## config.mk

```make
export PLATFORM = sky130hd
export DESIGN_NAME = lprun_seq
export DESIGN_NICKNAME = d
export VERILOG_FILES = /design/src/rtl/lprun_pkg.sv /design/src/rtl/lprun_rstsync.sv /design/src/rtl/lprun_gate.sv /design/src/rtl/lprun_timer.sv /design/src/rtl/lprun_fsm.sv /design/src/rtl/lprun_outdec.sv /design/src/rtl/lprun_seq.sv
export SDC_FILE = /design/constraint.sdc
export NUM_CORES = 1
export LEC_CHECK = 0
export ABC_CLOCK_PERIOD_IN_PS = 1500
export BUFFER_PORTS_ARGS = -buffer_cell sky130_fd_sc_hd__buf_4
export CAP_MARGIN = 10
export CORE_MARGIN = 4
export CORE_UTILIZATION = 30
export CTS_CLUSTER_SIZE = 28
export DETAILED_ROUTE_END_ITERATION = 10
export GPL_TIMING_DRIVEN = 0
export PLACE_DENSITY = 0.62
export SLEW_MARGIN = 20
export SYNTH_ARGS = -nofsm -noshare
export SYNTH_HDL_FRONTEND = slang
export SYNTH_SLANG_ARGS = --single-unit
```

## constraint.sdc

```tcl
create_clock -name clk -period 1.5 [get_ports clk]
set_input_delay 0.075 -clock clk [delete_from_list [all_inputs] [get_ports clk]]
set_output_delay 0.075 -clock clk [all_outputs]
set_load 0.02 [all_outputs]
```

## src/rtl/lprun_pkg.sv

```systemverilog
package lprun_pkg;

  typedef enum logic [3:0] {
    ST_IDLE,
    ST_RAISE,
    ST_FLV,
    ST_WSZ,
    ST_SRAM,
    ST_HAND,
    ST_LPRUN,
    ST_MRON,
    ST_FLOFF
  } seq_st_e;

  function automatic logic st_waits(seq_st_e s);
    return (s == ST_FLV) || (s == ST_HAND) || (s == ST_MRON) || (s == ST_FLOFF);
  endfunction

endpackage

```

## src/rtl/lprun_rstsync.sv

```systemverilog
module lprun_rstsync (
  input  logic clk,
  input  logic rst_n,
  output logic rst_int_n
);
  logic [1:0] sync_q;

  always_ff @(posedge clk or negedge rst_n) begin
    if (!rst_n) sync_q <= 2'b00;
    else        sync_q <= {sync_q[0], 1'b1};
  end

  assign rst_int_n = sync_q[1];
endmodule

```

## src/rtl/lprun_gate.sv

```systemverilog
module lprun_gate #(
  parameter int KHZW    = 16,
  parameter int MAX_KHZ = 4000,
  parameter int NBLK    = 4
) (
  input  logic            src_msi_i,
  input  logic [KHZW-1:0] khz_i,
  input  logic [NBLK-1:0] blk_en_i,
  output logic            ok_o
);
  localparam logic [KHZW-1:0] KHZ_CAP = KHZW'(MAX_KHZ);

  logic any_blk;
  assign any_blk = |blk_en_i;
  assign ok_o    = src_msi_i & (khz_i <= KHZ_CAP) & ~any_blk;
endmodule

```

## src/rtl/lprun_timer.sv

```systemverilog
module lprun_timer #(
  parameter int TW = 16
) (
  input  logic          clk,
  input  logic          rst_n,
  input  logic          run_i,
  input  logic          clr_i,
  input  logic [TW-1:0] lim_i,
  output logic          expired_o
);
  logic [TW-1:0] cnt_q, cnt_d;
  logic          cnt_en;

  always_comb begin
    cnt_d  = cnt_q;
    cnt_en = 1'b0;
    if (clr_i || !run_i) begin
      cnt_d  = '0;
      cnt_en = (cnt_q != '0);
    end else if (cnt_q != lim_i) begin
      cnt_d  = cnt_q + TW'(1);
      cnt_en = 1'b1;
    end
  end

  always_ff @(posedge clk or negedge rst_n) begin
    if (!rst_n)      cnt_q <= '0;
    else if (cnt_en) cnt_q <= cnt_d;
  end

  assign expired_o = run_i & (cnt_q == lim_i);
endmodule

```

## src/rtl/lprun_fsm.sv

```systemverilog
module lprun_fsm
  import lprun_pkg::*;
(
  input  logic    clk,
  input  logic    rst_n,
  input  logic    req_i,
  input  logic    wake_i,
  input  logic    gate_ok_i,
  input  logic    flash_ack_i,
  input  logic    lp_rdy_i,
  input  logic    mr_rdy_i,
  input  logic    expired_i,
  output seq_st_e state_o,
  output logic    moved_o,
  output logic    err_o,
  output logic    lprun_o
);
  seq_st_e st_q, st_d;
  logic    req_q;
  logic    err_q, err_d;
  logic    lp_q, lp_d;
  logic    launch;

  assign launch = req_i & (~req_q | wake_i);

  always_comb begin
    st_d  = st_q;
    err_d = err_q;
    lp_d  = lp_q;
    unique case (st_q)
      ST_IDLE: begin
        if (!req_i) begin
          err_d = 1'b0;
        end else if (launch) begin
          if (gate_ok_i) begin
            st_d  = ST_RAISE;
            err_d = 1'b0;
          end else begin
            err_d = 1'b1;
          end
        end
      end
      ST_RAISE: st_d = req_i ? ST_FLV : ST_IDLE;
      ST_FLV: begin
        if (!req_i)          st_d = ST_FLOFF;
        else if (flash_ack_i) st_d = ST_WSZ;
        else if (expired_i) begin
          st_d  = ST_FLOFF;
          err_d = 1'b1;
        end
      end
      ST_WSZ:  st_d = req_i ? ST_SRAM : ST_FLOFF;
      ST_SRAM: st_d = req_i ? ST_HAND : ST_FLOFF;
      ST_HAND: begin
        if (!req_i) st_d = ST_MRON;
        else if (lp_rdy_i) begin
          st_d = ST_LPRUN;
          lp_d = 1'b1;
        end else if (expired_i) begin
          st_d  = ST_MRON;
          err_d = 1'b1;
        end
      end
      ST_LPRUN: if (!req_i) st_d = ST_MRON;
      ST_MRON: begin
        if (mr_rdy_i) begin
          st_d = ST_FLOFF;
          lp_d = 1'b0;
        end else if (expired_i) begin
          st_d  = ST_FLOFF;
          lp_d  = 1'b0;
          err_d = 1'b1;
        end
      end
      ST_FLOFF: begin
        if (!flash_ack_i) st_d = ST_IDLE;
        else if (expired_i) begin
          st_d  = ST_IDLE;
          err_d = 1'b1;
        end
      end
      default: st_d = ST_IDLE;
    endcase
  end

  always_ff @(posedge clk or negedge rst_n) begin
    if (!rst_n) begin
      st_q  <= ST_IDLE;
      req_q <= 1'b0;
      err_q <= 1'b0;
      lp_q  <= 1'b0;
    end else begin
      st_q  <= st_d;
      req_q <= req_i;
      err_q <= err_d;
      lp_q  <= lp_d;
    end
  end

  assign state_o = st_q;
  assign moved_o = (st_d != st_q);
  assign err_o   = err_q;
  assign lprun_o = lp_q;
endmodule

```

## src/rtl/lprun_outdec.sv

```systemverilog
module lprun_outdec
  import lprun_pkg::*;
#(
  parameter int WSW    = 3,
  parameter int MIN_WS = 2
) (
  input  seq_st_e        state_i,
  input  logic [WSW-1:0] run_ws_i,
  output logic [WSW-1:0] ws_o,
  output logic           flash_lv_o,
  output logic           sram_lv_o,
  output logic           aon_o,
  output logic           mreg_off_o,
  output logic           pll_off_o
);
  localparam logic [WSW-1:0] WS_FLOOR = WSW'(MIN_WS);

  logic [WSW-1:0] ws_raised;
  assign ws_raised = (run_ws_i >= WS_FLOOR) ? run_ws_i : WS_FLOOR;

  always_comb begin
    ws_o       = '0;
    flash_lv_o = 1'b0;
    sram_lv_o  = 1'b0;
    mreg_off_o = 1'b0;
    pll_off_o  = 1'b0;
    unique case (state_i)
      ST_IDLE:  ws_o = run_ws_i;
      ST_RAISE: begin
        ws_o      = ws_raised;
        pll_off_o = 1'b1;
      end
      ST_FLV: begin
        ws_o       = ws_raised;
        pll_off_o  = 1'b1;
        flash_lv_o = 1'b1;
      end
      ST_WSZ: begin
        pll_off_o  = 1'b1;
        flash_lv_o = 1'b1;
      end
      ST_SRAM, ST_MRON: begin
        pll_off_o  = 1'b1;
        flash_lv_o = 1'b1;
        sram_lv_o  = 1'b1;
      end
      ST_HAND, ST_LPRUN: begin
        pll_off_o  = 1'b1;
        flash_lv_o = 1'b1;
        sram_lv_o  = 1'b1;
        mreg_off_o = 1'b1;
      end
      ST_FLOFF: ws_o = ws_raised;
      default:  ws_o = run_ws_i;
    endcase
  end

  assign aon_o = sram_lv_o;
endmodule

```

## src/rtl/lprun_seq.sv

```systemverilog
module lprun_seq
  import lprun_pkg::*;
#(
  parameter int KHZW    = 16,
  parameter int MAX_KHZ = 4000,
  parameter int NBLK    = 4,
  parameter int WSW     = 3,
  parameter int MIN_WS  = 2,
  parameter int TW      = 16
) (
  input  logic            clk,
  input  logic            rst_n,
  input  logic            lpr_req_i,
  input  logic            wake_lps_i,
  input  logic            clk_msi_i,
  input  logic [KHZW-1:0] sysclk_khz_i,
  input  logic [NBLK-1:0] blk_en_i,
  input  logic [WSW-1:0]  run_ws_i,
  input  logic [TW-1:0]   tmo_lim_i,
  input  logic            flash_lv_ack_i,
  input  logic            lpreg_rdy_i,
  input  logic            mreg_rdy_i,
  output logic [WSW-1:0]  flash_ws_o,
  output logic            flash_lv_en_o,
  output logic            sram_lv_en_o,
  output logic            mreg_off_o,
  output logic            pll_off_o,
  output logic            bg_on_o,
  output logic            mon_on_o,
  output logic            lprun_o,
  output logic            err_o
);
  logic    rst_int_n;
  logic    gate_ok;
  logic    expired;
  logic    moved;
  logic    aon;
  seq_st_e state;

  lprun_rstsync u_rst (
    .clk       (clk),
    .rst_n     (rst_n),
    .rst_int_n (rst_int_n)
  );

  lprun_gate #(.KHZW(KHZW), .MAX_KHZ(MAX_KHZ), .NBLK(NBLK)) u_gate (
    .src_msi_i (clk_msi_i),
    .khz_i     (sysclk_khz_i),
    .blk_en_i  (blk_en_i),
    .ok_o      (gate_ok)
  );

  lprun_timer #(.TW(TW)) u_tmr (
    .clk       (clk),
    .rst_n     (rst_int_n),
    .run_i     (st_waits(state)),
    .clr_i     (moved),
    .lim_i     (tmo_lim_i),
    .expired_o (expired)
  );

  lprun_fsm u_fsm (
    .clk         (clk),
    .rst_n       (rst_int_n),
    .req_i       (lpr_req_i),
    .wake_i      (wake_lps_i),
    .gate_ok_i   (gate_ok),
    .flash_ack_i (flash_lv_ack_i),
    .lp_rdy_i    (lpreg_rdy_i),
    .mr_rdy_i    (mreg_rdy_i),
    .expired_i   (expired),
    .state_o     (state),
    .moved_o     (moved),
    .err_o       (err_o),
    .lprun_o     (lprun_o)
  );

  lprun_outdec #(.WSW(WSW), .MIN_WS(MIN_WS)) u_dec (
    .state_i    (state),
    .run_ws_i   (run_ws_i),
    .ws_o       (flash_ws_o),
    .flash_lv_o (flash_lv_en_o),
    .sram_lv_o  (sram_lv_en_o),
    .aon_o      (aon),
    .mreg_off_o (mreg_off_o),
    .pll_off_o  (pll_off_o)
  );

  assign bg_on_o  = aon;
  assign mon_on_o = aon;
endmodule

```

### After elaboration in Yosys (flattened, before gate mapping)

Cells that the tools add are included.

| word-level totals | value |
|---|---|
| memory bits (read-only) | 0 |
| word-level logic and storage cells | 99 |
| memories kept | 0 |
| bits in writable memories | 0 |
| input port bits | 47 |
| latch bits | 0 |
| register bits after elaboration | 25 |

| operators by class | value |
|---|---|
| bitwise gates (word level) | 7 |
| equal/unequal tests | 20 |
| magnitude comparators | 2 |
| add/sub/neg operators | 1 |
| shifts and indexed selects | 0 |
| div/mod/pow operators | 0 |
| reduce and logical (&&, ||, !) cells | 20 |
| multipliers | 0 |
| mux-type cells | 43 |

Operator list:

| operator | number |
|---|---|
| 4-bit two-way mux | 15 |
| 4-bit one-hot mux with 9 select lines | 1 |
| 16-bit two-way mux | 2 |
| 1-bit two-way mux | 20 |
| 16-bit by 1-bit adder with 16-bit output (second input constant) | 1 |
| 16-bit == test | 1 |
| 4-bit by 3-bit == test with 1-bit output (second input constant) | 4 |
| 16-bit by 12-bit <= comparator with 1-bit output (second input constant) | 1 |
| 16-bit != test | 1 |
| 16-bit nonzero test | 1 |
| 2-bit != test (second input constant) | 7 |
| 4-bit by 2-bit == test with 1-bit output (second input constant) | 2 |
| 8-bit AND reduction | 1 |
| 4-bit OR reduction | 2 |
| 7-bit OR reduction | 1 |
| 3-bit one-hot mux with 2 select lines | 1 |
| 6-bit OR reduction | 1 |
| 1-bit one-hot mux with 5 select lines | 1 |
| 5-bit nonzero test | 1 |
| 5-bit OR reduction | 1 |
| 1-bit AND | 4 |
| 4-bit by 1-bit == test with 1-bit output (second input constant) | 1 |
| 4-bit == test (second input constant) | 1 |
| 4-bit zero test | 1 |
| 16 further kinds | 21 |

### Logic depth before layout (Yosys ltp)

Gate-level depths: netlist (run 1).

| logic depth | value |
|---|---|
| depth after elaboration | 13 |
| depth in mapped cells | 11 |
| depth with buffers taken out | 9 |

### Cells and area by module

A second synthesis (run 1) with hierarchy kept.

| unflattened totals | value |
|---|---|
| cell total of the unflattened synthesis | 249 |
| area total of the unflattened synthesis | 2,082.0 um^2 |

Modules (own cells, without submodules):

| module | instances | area each (um^2) | seq. area each (um^2) | cells an instance |
|---|---|---|---|---|
| lprun_timer | 1 | 1,123.6 | 400.4 | 129 |
| lprun_fsm | 1 | 676.9 | 175.2 | 83 |
| lprun_outdec | 1 | 131.4 | 0.0 | 20 |
| lprun_gate | 1 | 60.1 | 0.0 | 10 |
| lprun_rstsync | 1 | 53.8 | 50.0 | 3 |
| lprun_seq | 1 | 36.3 | 0.0 | 4 |

### Worst setup path after synthesis (run 1)

OpenSTA, ideal clock, no wires.

| timing path | value |
|---|---|
| kind | reg2reg |
| start | reg u_fsm.st_q[3], in the netlist u_fsm.state_o[3] |
| end | reg u_tmr.cnt_q[4] |
| cell stages (with the launch flop) | 12 |
| slack | -0.522 ns |
| arrival | 1.899 ns |
| cell sequence | dfrtp_1 buf_4 inv_1 nand2_1 inv_1 o2111ai_1 a21boi_2 o22ai_1 nor4_4 nand3b_4 buf_12 nor2_4 |

| between the ends | value |
|---|---|
| cells in the longest elaborated chain, start to end | 13 |

RTL lines:

| what | RTL line | source |
|---|---|---|
| from (decl) | lprun_fsm.sv:18 | `seq_st_e st_q, st_d;` |
| from (signal assigned) | lprun_fsm.sv:93 | `st_q <= st_d;` |
| 4-bit by 2-bit == test with 1-bit output or 4-bit by 3-bit == test with 1-bit output (tied branches) | lprun_pkg.sv:16, lprun_fsm.sv:30 |  |
| 1-bit logical OR (3 in series) | lprun_pkg.sv:16 | `return (s == ST_FLV) \|\| (s == ST_HAND) \|\| (s == ST_MRON) \|\| (s == ST_FLOFF);` |
| 1-bit AND | lprun_timer.sv:31 | `assign expired_o = run_i & (cnt_q == lim_i);` |
| 4-bit two-way mux, on equally long branches | lprun_fsm.sv:59, lprun_fsm.sv:47, lprun_fsm.sv:69 |  |
| 4-bit two-way mux, on equally long branches | lprun_fsm.sv:56, lprun_fsm.sv:46 |  |
| 4-bit two-way mux, on equally long branches | lprun_fsm.sv:55, lprun_fsm.sv:45 |  |
| 4-bit one-hot mux with 9 select lines | lprun_fsm.sv:30 | `unique case (st_q)` |
| 4-bit != test | lprun_fsm.sv:101 | `assign moved_o = (st_d != st_q);` |
| 1-bit logical OR (*) | lprun_timer.sv:17 | `if (clr_i \|\| !run_i) begin` |
| 2-bit nonzero test (no line) or 1-bit two-way mux (tied branches) | - |  |
| 2-bit AND reduction (no line) | - |  |
| to (signal assigned) | lprun_timer.sv:28 | `else if (cnt_en) cnt_q <= cnt_d;` |
| to (decl) | lprun_timer.sv:11 | `logic [TW-1:0] cnt_q, cnt_d;` |

Every way passes the cells marked *; elsewhere a longest branch is shown, timed or not.
A chain may end at the register's enable or synchronous reset.

### Worst setup path after layout (run 1)

| timing path | value |
|---|---|
| start | reg u_fsm.st_q[1], in the netlist u_fsm.state_o[1] |
| end | reg u_tmr.cnt_q[11] |

The elaborated chain is that of the path after synthesis.

==> results.json, run 1 <==
{
  "clk_latency_ns": 0.27,
  "portBuffers": 57,
  "path_clk_slew_ns": 0.09,
  "powerDensity_nw_per_um2": 743,
  "synth_area_um2": 2050,
  "p_sw_uw": 806,
  "grt_pass1_wl_um": 9450,
  "setup_viol_count_final": 25,
  "clkPwrFrac": 0.179,
  "synthMuxAreaShare": 0.0196,
  "critPathArrivalTime_ns": 2.31,
  "skew_ns": 0.00604,
  "final_common_cell": "buf_4",
  "htreeDepth": 1,
  "fin_cells": 381,
  "drt_pre_antenna_iters": 4,
  "gp_congestion": 0.827,
  "cts_buffers": 3,
  "nets": 354,
  "seqCellArea_um2": 638,
  "fillCellCount": 611,
  "cts_max_path_buffers": 2,
  "drcViolationCount": 0,
  "n_antenna_cell": 0,
  "required_ns": 1.66,
  "rows": 29,
  "fin_crit_ns": 2.15,
  "slew_viol_final": 0,
  "ant_nets": 0,
  "tightest_slew_ns": 0.543,
  "grt.overflow.total": 0,
  "dp.final_hpwl_um": 3970,
  "synthSimpleGateAreaFrac": 0.302,
  "final_cell_mix": "buf_4 (82), xor2_1 (22), dfrtp_1 (15), nor2_4 (12), nand2_1 (12)",
  "design_area_um2": 3090,
  "viasPerCell": 5.02,
  "hold_class": "in -> async",
  "fmax_mhz": 464,
  "dieHeight_um": 90.6,
  "drive_above_1_share": 0.523,
  "synth.net_count": 262,
  "syn_to_final_growth_pct": 50.9,
  "dp_cells": 347,
  "netlist_instances": 213,
  "route.top_layer_used": "met4",
  "synth_compound_area_frac": 0.150,
  "placed_area_um2": 2590,
  "seq_power_share": 0.338,
  "ys_types": 56,
  "power_frac_comb": 0.482,
  "antenna_found_initial": 0,
  "clock_sinks": 25,
  "synth_edf_count": 0,
  "async_reset_ff_frac": 1.00,
  "synthXorXnorAreaFrac": 0.141,
  "rsz0062_at_grt": "true",
  "violations": "setup timing",
  "status": "complete, but fails checks",
  "dp_slack_ns": -0.720,
  "worst_slack_ns": -0.653,
  "drt_iter0_drc": 70,
  "cp_max_fo": 5,
  "relSlewSlack": 0.638,
  "ir_drop_mv": 0.407,
  "core-area_um2": 6490,
  "hold_viol_final": 0,
  "ioPinCount": 58,
  "wire_per_inst_um": 15.0,
  "grt_use_total": 0.136,
  "hold_slack_ns": 0.120,
  "ys_ff_latch": 25,
  "avgSynthCellArea_um2": 9.61,
  "cts_tree": "yes",
  "p_sw_frac": 0.351,
  "cp-end-kind": "flip-flop",
  "dieArea_um2": 8210,
  "critical_path_class": "reg -> reg",
  "initial_core_util": 0.315,
  "grt_max_degree": 24,
  "synth_fa_ha_area_frac": 0.0171,
  "yosysWarnings": 0,
  "dieWidth_um": 90.6,
  "num_vias": 1914,
  "root_buffer": "clkbuf_8",
  "grt_pass1_vias": 1919,
  "wl_met3_um": 268,
  "start_kind": "flip-flop",
  "wl_met2_um": 2800,
  "p_leak_nw": 1.35,
  "internal-power_mw": 1.49,
  "drt-met1-wl_um": 2610,
  "yosysSeqAreaShare": 0.306,
  "maxCapViolations": 0,
  "synthFlopType": "dfrtp_1",
  "drt-total-wl_um": 5730,
  "multiInputGateArea_um2": 1430,
  "setup_tns_ns": -11.52,
  "synth_top_family_by_area": "simple AND/OR/NAND/NOR gates",
  "min_period_over_period": 1.44
}
==> synthesized netlist by cell type (all sizes together) (4+ instances only) <==
cell type	instances	area [um^2]
nand3	11	55.1
buf	9	91.3
or3	4	25.0
nand2	16	67.6
mux2i	4	40.0
nor3	8	45.0
a21oi	14	73.8
dfrtp	25	626
and3	4	26.3
nor2	24	173
o21ai	9	48.8
xor2	25	226
nor4	8	116
o22ai	4	37.5
xnor2	7	61.3
inv	9	33.8
==> state kept, by name (all words and copies together) (netlist names) <==
name / count
u_fsm.err_o: 1
u_fsm.lprun_o: 1
u_fsm.req_q: 1
u_fsm.state_o: 4
u_rst.sync_q: 2
u_tmr.cnt_q: 16
==> area by class of cell <==
class,count,share of cell area
tap,77,0.0312
inverter,9,0.0117
timing repair buffer,87,0.229
clock buffer,4,0.0146
sequential,25,0.207
multi-input combinational,169,0.464
buffer,10,0.0433
==> power by group through the flow <==
stage | registers (mW) | logic, mW | clock network, mW
final | 0.776 | 1.11 | 0.412
after global routing | 0.782 | 1.19 | 0.456
after global placement | 0.803 | 0.775 | 0
after CTS | 0.774 | 1.03 | 0.419
after detailed placement | 0.803 | 0.781 | 0
after floorplan | 0.802 | 0.530 | 0
==> timing repair <==
action | 4_1_cts | 5_1_grt
cloned | 1 | 0
pin swaps | 6 | 6
endpoints found under the setup margin | 27 | 29
setup buffers | 17 | 10
hold buffers | 2 | 0
endpoints found under the hold margin | 3 | 0
resized for setup | 29 | 18
==> per-layer routing <==
metal | vias to the layer above | track usage
met5 | - | 0
met4 | 0 | 0.0242
met3 | 6 | 0.0225
met2 | 49 | 0.233
met1 | 921 | 0.181
li1 | 938 | -
==> stage by stage <==
| stage | utilization | total power, mW |
|---|---|---|
| floorplan | - | 1.33 |
| global placement | 0.400 | 1.58 |
| detailed placement | 0.400 | 1.58 |
| CTS | 0.453 | 2.23 |
| global route | 0.476 | 2.43 |
| finish | 0.476 | 2.29 |
==> critical path, cell delays in order (launching register included) <==
cell and delay, ns:
dfrtp_2 0.46, xnor2_2 0.22, or3_4 0.37, a21oi_4 0.21, o22ai_4 0.10, nor3_2 0.16, nand3b_4 0.19, bufbuf_16 0.29
nor2_4 0.04
==> cells by family after synthesis <==
family | after synthesis
other cells | 1
compound gates | 43
xor+xnor | 32
mux | 4
buf+inv | 19
simple gates | 86
fa+ha+maj | 3
flops | 25
==> worst paths after layout <==
path / endpoint / slack, ns / from / cells after the start
worst max-delay path: u_tmr.cnt_q[11] / -0.65 / u_fsm.state_o[1] / 8
worst min-delay path: u_rst.sync_q[1] / 0.12 / rst_n / 2
worst max register to register: u_tmr.cnt_q[11] / -0.65 / u_fsm.state_o[1] / 8
worst min register to register: u_fsm.req_q / 0.26 / u_rst.sync_q[1] / 0
max in group asynchronous: u_tmr.cnt_q[11] / 0.85 / u_rst.sync_q[1] / 0
min in group clk: u_fsm.lprun_o / 0.15 / lpreg_rdy_i / 3
No activity file was read; power rests on OpenSTA's default activity.
==> run 2, diff against run 1 <==
--- a/config.mk
+++ b/config.mk
@@ -14,6 +14,7 @@
 export DETAILED_ROUTE_END_ITERATION = 10
 export GPL_TIMING_DRIVEN = 0
 export PLACE_DENSITY = 0.62
+export SKIP_CTS_REPAIR_TIMING = 1
 export SLEW_MARGIN = 20
 export SYNTH_ARGS = -nofsm -noshare
 export SYNTH_HDL_FRONTEND = slang
==> run 2 against run 1 <==
Compared with the run above:
- the run still ends with setup timing left
- first-iteration DRC count is 14% higher
- largest cell class unchanged
- final cell count down 5.5%
- hold slack gained 0.00090 ns
- utilization decreased by 4.5 points
- register-to-register slack gained 0.03 ns
- largest power group unchanged
- global-route usage down 1.5 points
- critical endpoint is now u_tmr.cnt_q[10]
==> results.json, run 2 (synthesis gave the netlist of run 1 again) <==
{
  "grt_max_degree": 24,
  "p_total_mw": 2.04,
  "cts_max_path_buffers": 2,
  "initial_core_util": 0.315,
  "maxCapViolations": 0,
  "critical_path_class": "reg -> reg",
  "status": "complete, but fails checks",
  "fmax_mhz": 472,
  "ioPinCount": 58,
  "fin_crit_ns": 2.12,
  "final_cell_mix": "buf_4 (68), xor2_1 (23), dfrtp_1 (19), nand2_1 (13), nor2_4 (12)",
  "p_leak_nw": 1.18,
  "setup_viol_count_final": 27,
  "cp-end-kind": "flip-flop",
  "drive_above_1_share": 0.449,
  "critPathArrivalTime_ns": 2.33,
  "ant_nets": 0,
  "worst_slack_ns": -0.621,
  "relSlewSlack": 0.645,
  "drt_iter0_drc": 80,
  "grt_use_total": 0.122,
  "hold_class": "in -> async",
  "antenna_found_initial": 0,
  "dp_cells": 347,
  "dp_slack_ns": -0.720,
  "clk_latency_ns": 0.27,
  "slew_viol_final": 0,
  "tightest_slew_ns": 0.532,
  "cp_max_fo": 10,
  "start_kind": "flip-flop",
  "cts_buffers": 3,
  "hold_viol_final": 0,
  "fin_cells": 360,
  "dp.final_hpwl_um": 3970,
  "min_period_over_period": 1.41,
  "n_antenna_cell": 0,
  "grt_pass1_vias": 1766,
  "cts_tree": "yes",
  "rsz0062_at_grt": "true",
  "viasPerCell": 5.06,
  "multiInputGateArea_um2": 1380,
  "rows": 29,
  "grt_pass1_wl_um": 8510,
  "portBuffers": 57,
  "root_buffer": "clkbuf_8",
  "final_util": 0.430,
  "critPathMaxStageDelay_ns": 0.44,
  "largest_reg_flops": 16,
  "clock_sinks": 25,
  "core-area_um2": 6490,
  "syn_to_final_growth_pct": 36.6,
  "critPathSlowestCell": "dfrtp_1",
  "htreeDepth": 1,
  "num_vias": 1821,
  "powerDensity_nw_per_um2": 729,
  "skew_ns": 0.00330,
  "drt-total-wl_um": 5130,
  "fillCellCount": 635,
  "nets": 333,
  "dieWidth_um": 90.6,
  "seqCellArea_um2": 633,
  "path_cells": "or3_1, o2111ai_1, a21boi_2, o22ai_2, nor4_4, nand3b_4, buf_12, nor2_4",
  "dieHeight_um": 90.6,
  "final_common_cell": "buf_4",
  "ir_drop_mv": 0.406,
  "regMostFlops": "u_tmr.cnt_q",
  "dieArea_um2": 8210,
  "violations": "setup timing",
  "setup_tns_ns": -11.47,
  "drt_pre_antenna_iters": 4,
  "path_clk_slew_ns": 0.09,
  "grt.overflow.total": 0,
  "drcViolationCount": 0,
  "required_ns": 1.71,
  "wire_per_inst_um": 14.2,
  "gp_congestion": 0.827
}
run 2: layer usage:
metal,GRT usage,part of all wire
met4,0.0204,0.0057
met2,0.204,0.48
met3,0.0233,0.056
met5,0,0
met1,0.164,0.46
run 2: worst paths after layout:
| check | start | slack [ns] | cells past startpoint | to |
|---|---|---|---|---|
| worst max-delay path | u_fsm.state_o[0] | -0.62 | 8 | u_tmr.cnt_q[10] |
| worst min-delay path | rst_n | 0.12 | 2 | u_rst.sync_q[1] |
| worst max register to register | u_fsm.state_o[0] | -0.62 | 8 | u_tmr.cnt_q[10] |
| worst min register to register | u_rst.sync_q[1] | 0.25 | 0 | u_fsm.req_q |
| max in group asynchronous | u_rst.sync_q[1] | 0.86 | 0 | u_tmr.cnt_q[8] |
| min in group clk | lpreg_rdy_i | 0.16 | 3 | u_fsm.lprun_o |
run 2: cell type report:
| class | instances | share of cell area |
|---|---|---|
| Buffer | 10 | 0.0358 |
| Multi-Input combinational cell | 169 | 0.494 |
| Clock buffer | 4 | 0.0161 |
| Sequential cell | 25 | 0.226 |
| Inverter | 9 | 0.0139 |
| Tap cell | 77 | 0.0345 |
| Timing Repair Buffer | 66 | 0.179 |
run 2: worst max-delay path: cells and delay by family, from the launching register on:
kind	cells	cell delay, ns
AO/OA/AOI/OAI	3	0.51
flip-flops	1	0.44
buffers and inverters	1	0.20
AND/OR/NAND/NOR	4	0.90
run 2: power by group:
part	leakage, nW	total [mW]	internal [mW]	switching, mW
clock network	0.0228	0.403	0.190	0.213
logic	0.833	0.838	0.379	0.458
registers	0.324	0.797	0.727	0.0700
run 2: stage by stage:
stage,hold WS (ns),cell area (um^2)
floorplan,-0.221,2070
global route,0.122,2800
detailed placement,-0.141,2590
global placement,-0.142,2590
CTS,-0.437,2640
finish,0.121,2800
==> run 3, diff against run 2 <==
--- a/config.mk
+++ b/config.mk
@@ -18,4 +18,5 @@
 export SLEW_MARGIN = 20
 export SYNTH_ARGS = -nofsm -noshare
 export SYNTH_HDL_FRONTEND = slang
+export SYNTH_HIERARCHICAL = 1
 export SYNTH_SLANG_ARGS = --single-unit
==> run 3 against run 2 <==
Compared with the run above:
- the flow still finishes with violations (setup timing)
- design area is 7.0% higher
- register-to-register slack worse by 1.0 ns
- via count is 22% higher
- global-route usage is 1.2 points higher
- combinational power is 60% lower
- critical path type unchanged
- largest cell class unchanged
==> results.json, run 3 <==
{
  "gp_congestion": 0.830,
  "cts_max_path_buffers": 2,
  "final_cell_mix": "buf_4 (77), nand2_1 (19), dfrtp_1 (19), a21oi_1 (17), xnor2_1 (16)",
  "netlist_instances": 249,
  "largest_reg_flops": 16,
  "synth_area_um2": 2080,
  "maxCapViolations": 0,
  "dieWidth_um": 91.3,
  "cp-end-kind": "flip-flop",
  "critPathArrivalTime_ns": 3.36,
  "critical_path_class": "reg -> reg",
  "ant_nets": 0,
  "start_kind": "flip-flop",
  "tightest_slew_ns": 0.921,
  "r2r-end": "u_tmr/cnt_q[15]",
  "num_vias": 2214,
  "cts_tree": "yes",
  "clk_latency_ns": 0.26,
  "setup_viol_count_final": 23,
  "grt_max_degree": 24,
  "p_leak_nw": 1.24,
  "portBuffers": 57,
  "skew_ns": 0.00364,
  "grt_pass1_vias": 2022,
  "cp_max_fo": 8,
  "antenna_found_initial": 0,
  "worst_slack_ns": -1.66,
  "synth.most_common_cell": "dfrtp_1",
  "required_ns": 1.69,
  "rows": 30,
  "violations": "setup timing",
  "dieArea_um2": 8340,
  "clock_sinks": 25,
  "drcViolationCount": 0,
  "core-area_um2": 6760,
  "slew_viol_final": 0,
  "initial_core_util": 0.308,
  "min_period_over_period": 2.11,
  "ir_drop_mv": 0.398,
  "nets": 380,
  "setup_tns_ns": -28.11,
  "reg2reg_depth": 17,
  "ys_types": 58,
  "grt_pass1_wl_um": 9380,
  "synth.net_count": 298,
  "synthTopCellsByCount": "dfrtp_1 (25), nand2_1 (19), a21oi_1 (18), xnor2_1 (18), nor2_1 (17)",
  "async_reset_ff_frac": 1.00,
  "dp.final_hpwl_um": 4230,
  "path_clk_slew_ns": 0.08,
  "yosysSeqAreaShare": 0.300,
  "seqCellArea_um2": 633,
  "final_util": 0.443,
  "grt_use_total": 0.134,
  "status": "complete, but fails checks",
  "multiInputGateArea_um2": 1430,
  "ioPinCount": 58,
  "yosysWarnings": 6,
  "drive_above_1_share": 0.385,
  "viasPerCell": 5.40,
  "syn_to_final_growth_pct": 43.6,
  "wire_per_inst_um": 14.1,
  "worst-r2r-setup-slack_ns": -1.66,
  "regMostFlops": "u_tmr/cnt_q",
  "cts_buffers": 3,
  "final_common_cell": "buf_4",
  "rsz0062_at_grt": "true",
  "p_total_mw": 1.44,
  "hold_viol_final": 0,
  "dp_slack_ns": -1.77,
  "synth_edf_count": 0,
  "grt.overflow.total": 0,
  "synth_top_area_cell": "dfrtp_1",
  "synth_top_area_frac": 0.300,
  "dieHeight_um": 91.3,
  "drt-total-wl_um": 5780,
  "powerDensity_nw_per_um2": 481,
  "htreeDepth": 1,
  "synthFlopType": "dfrtp_1",
  "drt_pre_antenna_iters": 4,
  "reg2reg_from": "u_tmr/cnt_q[3]",
  "ys_ff_latch": 25,
  "n_antenna_cell": 0,
  "root_buffer": "clkbuf_8",
  "drt_iter0_drc": 113,
  "netlist_top_cells_area": "dfrtp_1 (30%), xnor2_1 (7.6%), a21oi_1 (4.3%), nand2_1 (3.4%), nand4_1 (3.3%)",
  "fmax_mhz": 316,
  "avgSynthCellArea_um2": 8.36,
  "fillCellCount": 675,
  "relSlewSlack": 0.386,
  "fin_crit_ns": 3.16,
  "hold_class": "in -> async"
}
## run 3: cell types whose count changed in the layout (fill, tap and decap cells not counted), moves of 7 or more
cell     delta
o21ai_1     +7
buf_4       +9
nand4_1    +10
xnor2_1    +10
xor2_1     -21
nor2_4     -12
## run 3: routing by layer
layer,vias to the layer above,GRT usage,part of all wire
met2,86,0.211,0.47
met1,1033,0.187,0.45
li1,1089,-,-
met3,6,0.0282,0.067
met5,-,0,0
met4,0,0.0314,0.011
## run 3: worst max path at each step
| stage | from | to | slack [ns] | cells past startpoint |
|---|---|---|---|---|
| after detailed placement | u_tmr/cnt_q[6] | u_tmr/cnt_q[14] | -1.77 | 15 |
| after global placement | u_tmr/cnt_q[4] | u_tmr/cnt_q[1] | -1.70 | 15 |
| after global routing | u_tmr/cnt_q[3] | u_tmr/cnt_q[14] | -1.88 | 16 |
| final | u_tmr/cnt_q[3] | u_tmr/cnt_q[15] | -1.66 | 17 |
| after floorplan | u_tmr/cnt_q[0] | u_tmr/cnt_q[14] | -1.36 | 16 |
| after CTS | u_tmr/cnt_q[6] | u_tmr/cnt_q[14] | -1.79 | 15 |
## run 3: cell families (layout without fill, tap and decap cells)
group           after synthesis  after routing  share of synthesized area
flops                        25             25                      0.300
simple gates                111            111                      0.313
other cells                   1              1                    0.00180
fa+ha+maj                     2              2                     0.0120
xor+xnor                     20             20                     0.0841
compound gates               61             61                      0.197
buf+inv                      26            107                     0.0769
mux                           3              3                     0.0144
## run 3: metrics by stage
stage	hold WS [ns]	std cells	instance area [um^2]
after floorplan	-0.221	249	2150
after global placement	-0.141	386	2680
after detailed placement	-0.140	386	2680
after CTS	-0.439	390	2720
after global routing	0.134	410	2990
final	0.112	410	2990
## run 3: layout make-up
| class | count | area share |
|---|---|---|
| multi-input cells | 198 | 0.477 |
| flip-flops and latches | 25 | 0.212 |
| plain buffers | 19 | 0.0519 |
| well taps | 80 | 0.0335 |
| repair buffers | 78 | 0.204 |
| clock buffers | 4 | 0.0151 |
| inverters | 6 | 0.00753 |
## run 3: critical path: stages, from the launching register on
cell	delay, ns
dfrtp_1	0.38
buf_6	0.13
xnor2_2	0.14
nand4_1	0.16
nor4_4	0.33
buf_6	0.16
buf_8	0.12
and2_4	0.19
nand2b_4	0.07
a32oi_4	0.20
o41ai_4	0.13
xnor2_1	0.16
nand4_1	0.17
nand2b_4	0.22
nor3_4	0.13
nand3_1	0.09
nor2_1	0.13
mux2i_1	0.18
## run 3: where the power goes
group          switching (mW)  internal (mW)  leakage (nW)
logic                   0.149          0.188         0.893
registers              0.0200          0.689         0.325
clock network           0.202          0.190        0.0228
total                   0.371           1.07          1.24
